`config.mk`:
```
export PLATFORM = sky130hd
export DESIGN_NAME = bsh_shifter
export DESIGN_NICKNAME = d
export VERILOG_FILES = /design/src/rtl/bsh_pkg.sv /design/src/rtl/bsh_reverse.sv /design/src/rtl/bsh_rotr.sv /design/src/rtl/bsh_masks.sv /design/src/rtl/bsh_shifter.sv
export SDC_FILE = /design/constraint.sdc
export NUM_CORES = 1
export LEC_CHECK = 0
export BUFFER_PORTS_ARGS = -buffer_cell sky130_fd_sc_hd__buf_2
export CAP_MARGIN = 20
export CORE_UTILIZATION = 62
export DETAILED_ROUTE_END_ITERATION = 8
export PLACE_DENSITY = 0.86
export SETUP_SLACK_MARGIN = 0.5
export SYNTH_ARGS = -nofsm -noshare
export SYNTH_HDL_FRONTEND = slang
export SYNTH_SLANG_ARGS = --single-unit
```
`constraint.sdc`:
```
create_clock -name vclk -period 7.77
set_clock_uncertainty 0.2 [all_clocks]
set_input_delay 1.9425 -clock vclk [all_inputs]
set_output_delay 1.9425 -clock vclk [all_outputs]
set_load 0.02 [all_outputs]
```
`src/rtl/bsh_pkg.sv`:
```
package bsh_pkg;

  typedef enum logic [2:0] {
    OP_SRL = 3'd0,
    OP_SRA = 3'd1,
    OP_ROR = 3'd2,
    OP_SLL = 3'd3,
    OP_SLA = 3'd4,
    OP_ROL = 3'd5
  } bsh_op_e;

  // Map the three control bits to an operation; arith is ignored for rotations.
  function automatic bsh_op_e bsh_decode(input logic left, input logic rot, input logic arith);
    bsh_op_e op;
    if (rot)        op = left ? OP_ROL : OP_ROR;
    else if (left)  op = arith ? OP_SLA : OP_SLL;
    else            op = arith ? OP_SRA : OP_SRL;
    return op;
  endfunction

endpackage

```
`src/rtl/bsh_reverse.sv`:
```
module bsh_reverse #(
  parameter int W = 32
) (
  input  logic         en_i,
  input  logic [W-1:0] d_i,
  output logic [W-1:0] q_o
);
  logic [W-1:0] mirrored;

  for (genvar i = 0; i < W; i++) begin : g_bit
    assign mirrored[i] = d_i[W-1-i];
  end

  assign q_o = en_i ? mirrored : d_i;
endmodule

```
`src/rtl/bsh_rotr.sv`:
```
module bsh_rotr #(
  parameter int W = 32
) (
  input  logic [W-1:0]         d_i,
  input  logic [$clog2(W)-1:0] amt_i,
  output logic [W-1:0]         q_o
);
  localparam int LW = $clog2(W);

  logic [W-1:0] stage [LW+1];

  assign stage[0] = d_i;

  for (genvar k = 0; k < LW; k++) begin : g_stage
    localparam int SH = 1 << k;
    assign stage[k+1] = amt_i[k] ? {stage[k][SH-1:0], stage[k][W-1:SH]} : stage[k];
  end

  assign q_o = stage[LW];
endmodule

```
`src/rtl/bsh_masks.sv`:
```
module bsh_masks #(
  parameter int W = 32
) (
  input  logic [$clog2(W)-1:0] amt_i,
  input  logic                 rotate_i,
  input  logic                 sla_i,
  input  logic [W-1:0]         a_i,
  output logic [W-1:0]         keep_o,
  output logic [W-1:0]         pass_o,
  output logic [W-1:0]         live_o,
  output logic                 ovf_o
);
  localparam int LW = $clog2(W);

  // Bit i of the keep mask is set while i + amt stays below W.
  function automatic logic keep_bit(input int idx, input logic [LW-1:0] amt);
    logic [LW:0] sum;
    sum = (LW+1)'(idx) + {1'b0, amt};
    return sum < (LW+1)'(W);
  endfunction

  for (genvar i = 0; i < W; i++) begin : g_keep
    assign keep_o[i] = keep_bit(i, amt_i);
  end

  assign pass_o = keep_o | {W{rotate_i}};

  // Live mask: the mirrored-operand bits that reach the result.
  assign live_o[0] = pass_o[W-1] | sla_i;
  for (genvar i = 1; i < W; i++) begin : g_live
    assign live_o[i] = sla_i ? pass_o[W-i] : pass_o[W-1-i];
  end

  logic [W-2:0] differs;
  logic [W-2:0] lost;
  assign differs = a_i[W-2:0] ^ {(W-1){a_i[W-1]}};
  assign lost    = differs & ~keep_o[W-1:1];
  assign ovf_o   = sla_i & (|lost);
endmodule

```
`src/rtl/bsh_shifter.sv`:
```
module bsh_shifter #(
  parameter int W = 32
) (
  input  logic [W-1:0]         a_i,
  input  logic [$clog2(W)-1:0] amt_i,
  input  logic                 dir_left_i,
  input  logic                 rotate_i,
  input  logic                 arith_i,
  output logic [W-1:0]         y_o,
  output logic                 zero_o,
  output logic                 ovf_o
);
  import bsh_pkg::*;

  bsh_op_e      op_w;
  logic         sra_w;
  logic         sla_w;
  logic         fill_w;
  logic [W-1:0] a_mir;
  logic [W-1:0] rot_w;
  logic [W-1:0] keep_w;
  logic [W-1:0] pass_w;
  logic [W-1:0] live_w;
  logic [W-1:0] pre_w;

  assign op_w   = bsh_decode(dir_left_i, rotate_i, arith_i);
  assign sra_w  = (op_w == OP_SRA);
  assign sla_w  = (op_w == OP_SLA);
  assign fill_w = sra_w & a_i[W-1];

  bsh_reverse #(.W(W)) u_rev_in (
    .en_i (dir_left_i),
    .d_i  (a_i),
    .q_o  (a_mir)
  );

  bsh_rotr #(.W(W)) u_rot (
    .d_i   (a_mir),
    .amt_i (amt_i),
    .q_o   (rot_w)
  );

  bsh_masks #(.W(W)) u_masks (
    .amt_i    (amt_i),
    .rotate_i (rotate_i),
    .sla_i    (sla_w),
    .a_i      (a_i),
    .keep_o   (keep_w),
    .pass_o   (pass_w),
    .live_o   (live_w),
    .ovf_o    (ovf_o)
  );

  assign pre_w[0] = sla_w ? a_mir[0] : (pass_w[0] ? rot_w[0] : fill_w);
  for (genvar i = 1; i < W; i++) begin : g_sel
    assign pre_w[i] = pass_w[i] ? rot_w[i] : fill_w;
  end

  bsh_reverse #(.W(W)) u_rev_out (
    .en_i (dir_left_i),
    .d_i  (pre_w),
    .q_o  (y_o)
  );

  assign zero_o = ~|(a_mir & live_w);
endmodule

```
==> metrics.md, run 1 <==
| Metric | Value |
|---|---|
| CP startpoint kind | `input pin` |
| Grt met3 use | `13.1%` |
| Worst Slack Setup Final | `roughly 0.67 ns` |
| Met1 usage | `66.3%` |
| Drt drc | `0` |
| Vias in the first global route | `5,802` |
| CP Class | `input pin to output pin` |
| Unrepaired setup endpoints after global routing | `no` |
| Setup violators final | `0` |
| Dpl ws | `0.590 ns` |
| Max Freq | `0.141 GHz` |
| Synth area leader | `mux4_2` |
| Syn Nets | `703` |
| Synthesized area per cell | `7.66 um^2` |
| Post-DRT Antenna Nets | `0` |
| Setup TNS | `0 ns` |
| FP Rows | `32` |
| Seq_cells | `0` |
| Syn Std Cell Area | `5070 um^2` |
| CP Max Fanout | `43` |
| Overflow after GRT | `0` |
| Final min period | `7.10 ns` |
| Worst setup EP type | `output pin` |
| First-pass iteration count of the detailed router | `6` |
| Distinct cells, synth | `about 70` |
| Max Slew Vio Count | `0` |
| Post-synth top cells | `66 x clkbuf_1, 54 x a21oi_1, 54 x mux4_2, 51 x nor2_1` |
| Seq. cell area | `0 um^2` |
| Routed WL per cell | `28.8 um` |
| Chip width | `92.4 um` |
| Max VDD drop | `0.0458 mV` |
| Die Ht | `92.4 um` |
| Final WL | `22.4 mm` |
| Largest net degree at the start of global routing | `47` |
| Post-layout util | `69.6%` |
| Top cell type's share of synthesized area | `roughly a quarter` |
| Starting density of the core | `64.9%` |
| Slew headroom | `38.9%` |
| Clock buffer count | `0` |
| Nets | `718` |
| Final hold violations | `0` |
| Cts hold-fix bufs | `0` |
| Critical Path RT | `~5.6 ns` |
| PwrDens | `92.7 nW/um^2` |
| I/O Buffers | `74` |
| Most common cell in the netlist | `clkbuf_1` |
| Starting DRT DRC Count | `about 1.3k` |
| Num ports | `74` |
| Routability cong. | `1.13` |
| Outcome | `complete, no violations` |
| CP Data Arrival Time | `4.96 ns` |
| Seq/Total Area, Yosys | `0%` |
| Detail Placement HPWL | `16.3 mm` |
| DIE AREA | `8540 um^2` |
| Global Route met2 Usage | `77.5%` |
| Routed vias | `6,643` |
| Warnings, synthesis | `0` |
| Final period util | `91.4%` |
| Max-Cap Viols | `0` |
| WHS | `4.38 ns` |
| Layout Area Growth over Synthesis | `7.31%` |
| Initial antenna violation count | `1` |
| Worst-Margin Slew | `0.914 ns` |
| Fraction of layout cells with a size suffix above 1 | `28.6%` |
| Busiest metal layer after global routing | `met2` |
| Fillers | `671` |
| Worst min-delay path category | `input pin to output pin` |
| Pwr Total | `just over 0.5 mW` |
| Drt via density | `8.56` |
| GR Util All Layers | `between 50% and 60%` |
| Cells after synthesis | `661` |
| Leakage power | `2.07 nW` |
| Dominant cells by area after synthesis | `mux4_2 24%, mux2i_1 9.7%, mux2_2 6.9%` |
| WHS Path Cells | `4` |
| ANT cells | `0` |
| Core area | `7810 um^2` |
| First-pass GRT wire length | `33.6 mm` |
-- power by group --
part | leakage, nW | switching [mW] | internal (mW) | total, mW
clock | 0 | 0 | 0 | 0
combinational | 2.07 | 0.308 | 0.196 | 0.504
sequential | 0 | 0 | 0 | 0
total | 2.07 | 0.308 | 0.196 | 0.504
-- logic make-up (layout without fill, tap and decap cells) --
group / after synthesis / after routing / synth area share [%]
compound gates: 242 / 242 / 33.1
simple gates: 178 / 178 / 16.7
mux: 137 / 137 / 41.2
buf+inv: 97 / 110 / 7.56
xor+xnor: 4 / 4 / 0.692
fa+ha+maj: 3 / 3 / 0.691
-- placed cells by master, fill, tap and decap left out, drive strengths merged, types with 13 or more instances in the layout --
cell type and instances:
o22ai 16, o21ai 36, mux4 54, nor2 51
a21oi 54, buf 97, mux2 34, a211oi 15
o221ai 14, nand3 16, mux2i 49, nand2 49
o211ai 13
-- path summary, 6_finish.rpt --
check | startpoint | to
setup / recovery | dir_left_i | y_o[19]
hold / removal | a_i[0] | y_o[0]
-- per-stage QoR --
step / instances / instance area [um^2]
finish: 776 / 5440
global route: 776 / 5440
CTS: 773 / 5400
detailed placement: 773 / 5400
global placement: 773 / 5400
floorplan: 661 / 5070
-- worst max-delay path: stages --
cell,delay (ns)
buf_6,0.36
buf_4,0.32
mux4_2,0.58
mux2_1,0.38
mux4_2,0.48
o22ai_1,0.27
a31oi_1,0.10
mux2_2,0.33
buf_2,0.16
-- layout make-up --
cell class	instances	area (um^2)	area share [%]
well taps	102	128	2.35
inverters	13	48.8	0.898
multi-input cells	564	4700	86.4
repair buffers	97	562	10.3
-- what timing repair did --
action | 4_1_cts | 5_1_grt
hold endpoints to repair | 0 | 0
setup endpoints to repair | 0 | 3
resized for setup | 0 | 1
setup buffers | 0 | 3
-- routing by layer --
metal  share of wire, %  wire length (um)
met1                 33              7320
met2                 42              9390
met3                 17              3700
met4                8.7              1950
met5                  0                 0
Note: power is estimated with default switching activity, not from simulation.
==> run 2: changes to the inputs <==
--- a/config.mk
+++ b/config.mk
@@ -9,7 +9,7 @@
 export CAP_MARGIN = 20
 export CORE_UTILIZATION = 62
 export DETAILED_ROUTE_END_ITERATION = 8
-export PLACE_DENSITY = 0.86
+export PLACE_DENSITY_LB_ADDON = 0.1
 export SETUP_SLACK_MARGIN = 0.5
 export SYNTH_ARGS = -nofsm -noshare
 export SYNTH_HDL_FRONTEND = slang
==> metrics.md, run 2 (synthesized netlist as in run 1, its figures left out) <==
| Metric | Value |
|---|---|
| Max Freq | `0.142 GHz (+0.51%)` |
| Setup violators final | `0 (unchanged)` |
| Unrepaired setup endpoints after global routing | `no` |
| Post-DRT Antenna Nets | `0 (unchanged)` |
| Leakage power | `2.04 nW (-1.5%)` |
| Max VDD drop | `0.0478 mV (+4.4%)` |
| GR Util All Layers | `55.0% (+3.7 points)` |
| Routability cong. | `1.06 (-7.0%)` |
| PwrDens | `95.2 nW/um^2 (+2.6%)` |
| First-pass iteration count of the detailed router | `7 (+1)` |
| Vias in the first global route | `6,214 (+7.1%)` |
| First-pass GRT wire length | `35.5 mm (+5.9%)` |
| Seq. cell area | `0 um^2 (unchanged)` |
| Pwr Total | `0.514 mW (+1.9%)` |
| Largest net degree at the start of global routing | `46 (-2.1%)` |
| Routed WL per cell | `30.4 um (+5.6%)` |
| Max Slew Vio Count | `0 (unchanged)` |
| Fraction of layout cells with a size suffix above 1 | `28.7% (about the same)` |
| Final period util | `90.9% (-0.46 points)` |
| Critical Path RT | `5.63 ns (about the same)` |
| Worst min-delay path category | `input pin to output pin` |
| Routed vias | `6,664 (+0.32%)` |
| Chip width | `92.4 um (unchanged)` |
| Starting density of the core | `64.9% (unchanged)` |
| Drt drc | `0 (unchanged)` |
| Layout Area Growth over Synthesis | `6.57%` |
| DIE AREA | `8540 um^2 (unchanged)` |
| Max-Cap Viols | `0 (unchanged)` |
| Final min period | `7.06 ns (-0.0359 ns)` |
| Post-placement cell area | `5380 um^2 (-0.30%)` |
| Worst-Margin Slew | `1.01 ns (+0.0962 ns)` |
| Post-layout util | `69.2% (-0.48 points)` |
| Die Ht | `92.4 um (unchanged)` |
| Final WL | `23.5 mm (+5.0%)` |
| WHS | `4.26 ns (-0.112 ns)` |
| Core area | `7810 um^2 (unchanged)` |
| ANT cells | `0 (unchanged)` |
| Setup TNS | `0 ns (unchanged)` |
| Drt via density | `8.63 (+0.84%)` |
| Detail Placement HPWL | `16.7 mm (+2.7%)` |
| Final hold violations | `0 (unchanged)` |
| Commonest cells after routing, fill and taps aside | `73 x buf_2, 54 x mux4_2, 54 x a21oi_1, 51 x nor2_1, 49 x nand2_1` |
| Num ports | `74 (unchanged)` |
| CP Class | `input pin to output pin` |
| CP startpoint kind | `input pin` |
| CP Data Arrival Time | `4.92 ns (-0.04 ns)` |
| Area taken by multi-input logic gates | `4700 um^2 (+0.11%)` |
| Final instance area | `5400 um^2 (-0.69%)` |
| Seq_cells | `0 (unchanged)` |
| CP Max Fanout | `27 (-37%)` |
| I/O Buffers | `74 (unchanged)` |
| Post-CTS setup buffers | `0 (unchanged)` |
| Outcome | `complete, no violations` |
| Starting DRT DRC Count | `1,110 (-12%)` |
| FP Rows | `32 (unchanged)` |
| Clock buffer count | `0 (unchanged)` |
| Nets | `714 (-0.56%)` |
| Initial antenna violation count | `0 (-1)` |
| Fillers | `689 (+2.7%)` |
| Overflow after GRT | `0 (unchanged)` |
| Worst setup EP type | `output pin` |
| Commonest non-fill, non-tap cell in the layout | `buf_2` |
| Slew headroom | `32.4% (-6.5 points)` |
## run 2: cell count changes in the layout (fill, tap and decap cells not counted)
cell	previous run	this run
a31oi_2	0	1
a31oi_1	10	9
nor4bb_4	1	0
mux2i_2	0	2
nor4bb_2	0	1
buf_4	22	19
mux2i_1	49	47
buf_12	1	0
## run 2: report_power, final
| group | leakage [nW] | internal (mW) | switching (mW) | total (mW) |
|---|---|---|---|---|
| Sequential | 0 | 0 | 0 | 0 |
| Clock | 0 | 0 | 0 | 0 |
| Combinational | 2.04 | 0.195 | 0.318 | 0.514 |
## run 2: cell type report
class	instances	share of cell area, %
inverters	13	0.904
well taps	102	2.36
multi-input cells	564	87.1
repair buffers	93	9.62
## run 2: what timing repair did
action / in CTS / in global routing
resized for setup: 0 / 4
hold buffers: 0 / 0
endpoints found under the setup margin: 0 / 6
## run 2: final timing paths
| kind | to | slack (ns) | depth (start not counted) | start |
|---|---|---|---|---|
| worst max-delay path | y_o[19] | 0.71 | 9 | amt_i[0] |
| worst min-delay path | y_o[0] | 4.26 | 4 | a_i[0] |
## run 2: routing by layer
layer / share of wire, % / up-vias / track usage, %
met5: 0.37 / - / 7.69
met4: 9.8 / 2 / 38.3
met3: 17 / 227 / 24.1
met2: 41 / 711 / 79.0
met1: 32 / 3049 / 64.9
li1: - / 2675 / -
## run 2: worst max-delay path, stage by stage
cell and delay, ns:
buf_2 0.44, buf_4 0.41, mux4_2 0.42, mux4_2 0.54, nor2b_1 0.17, a2111oi_0 0.41, a211oi_1 0.11, mux2_2 0.30
buf_2 0.16
## run 2: per-stage QoR
| step | std cells | setup slack (ns) |
|---|---|---|
| after CTS | 772 | 0.765 |
| after global placement | 772 | 0.825 |
| after floorplan | 661 | 1.34 |
| final | 772 | 0.706 |
| after detailed placement | 772 | 0.762 |
| after global routing | 772 | 0.607 |
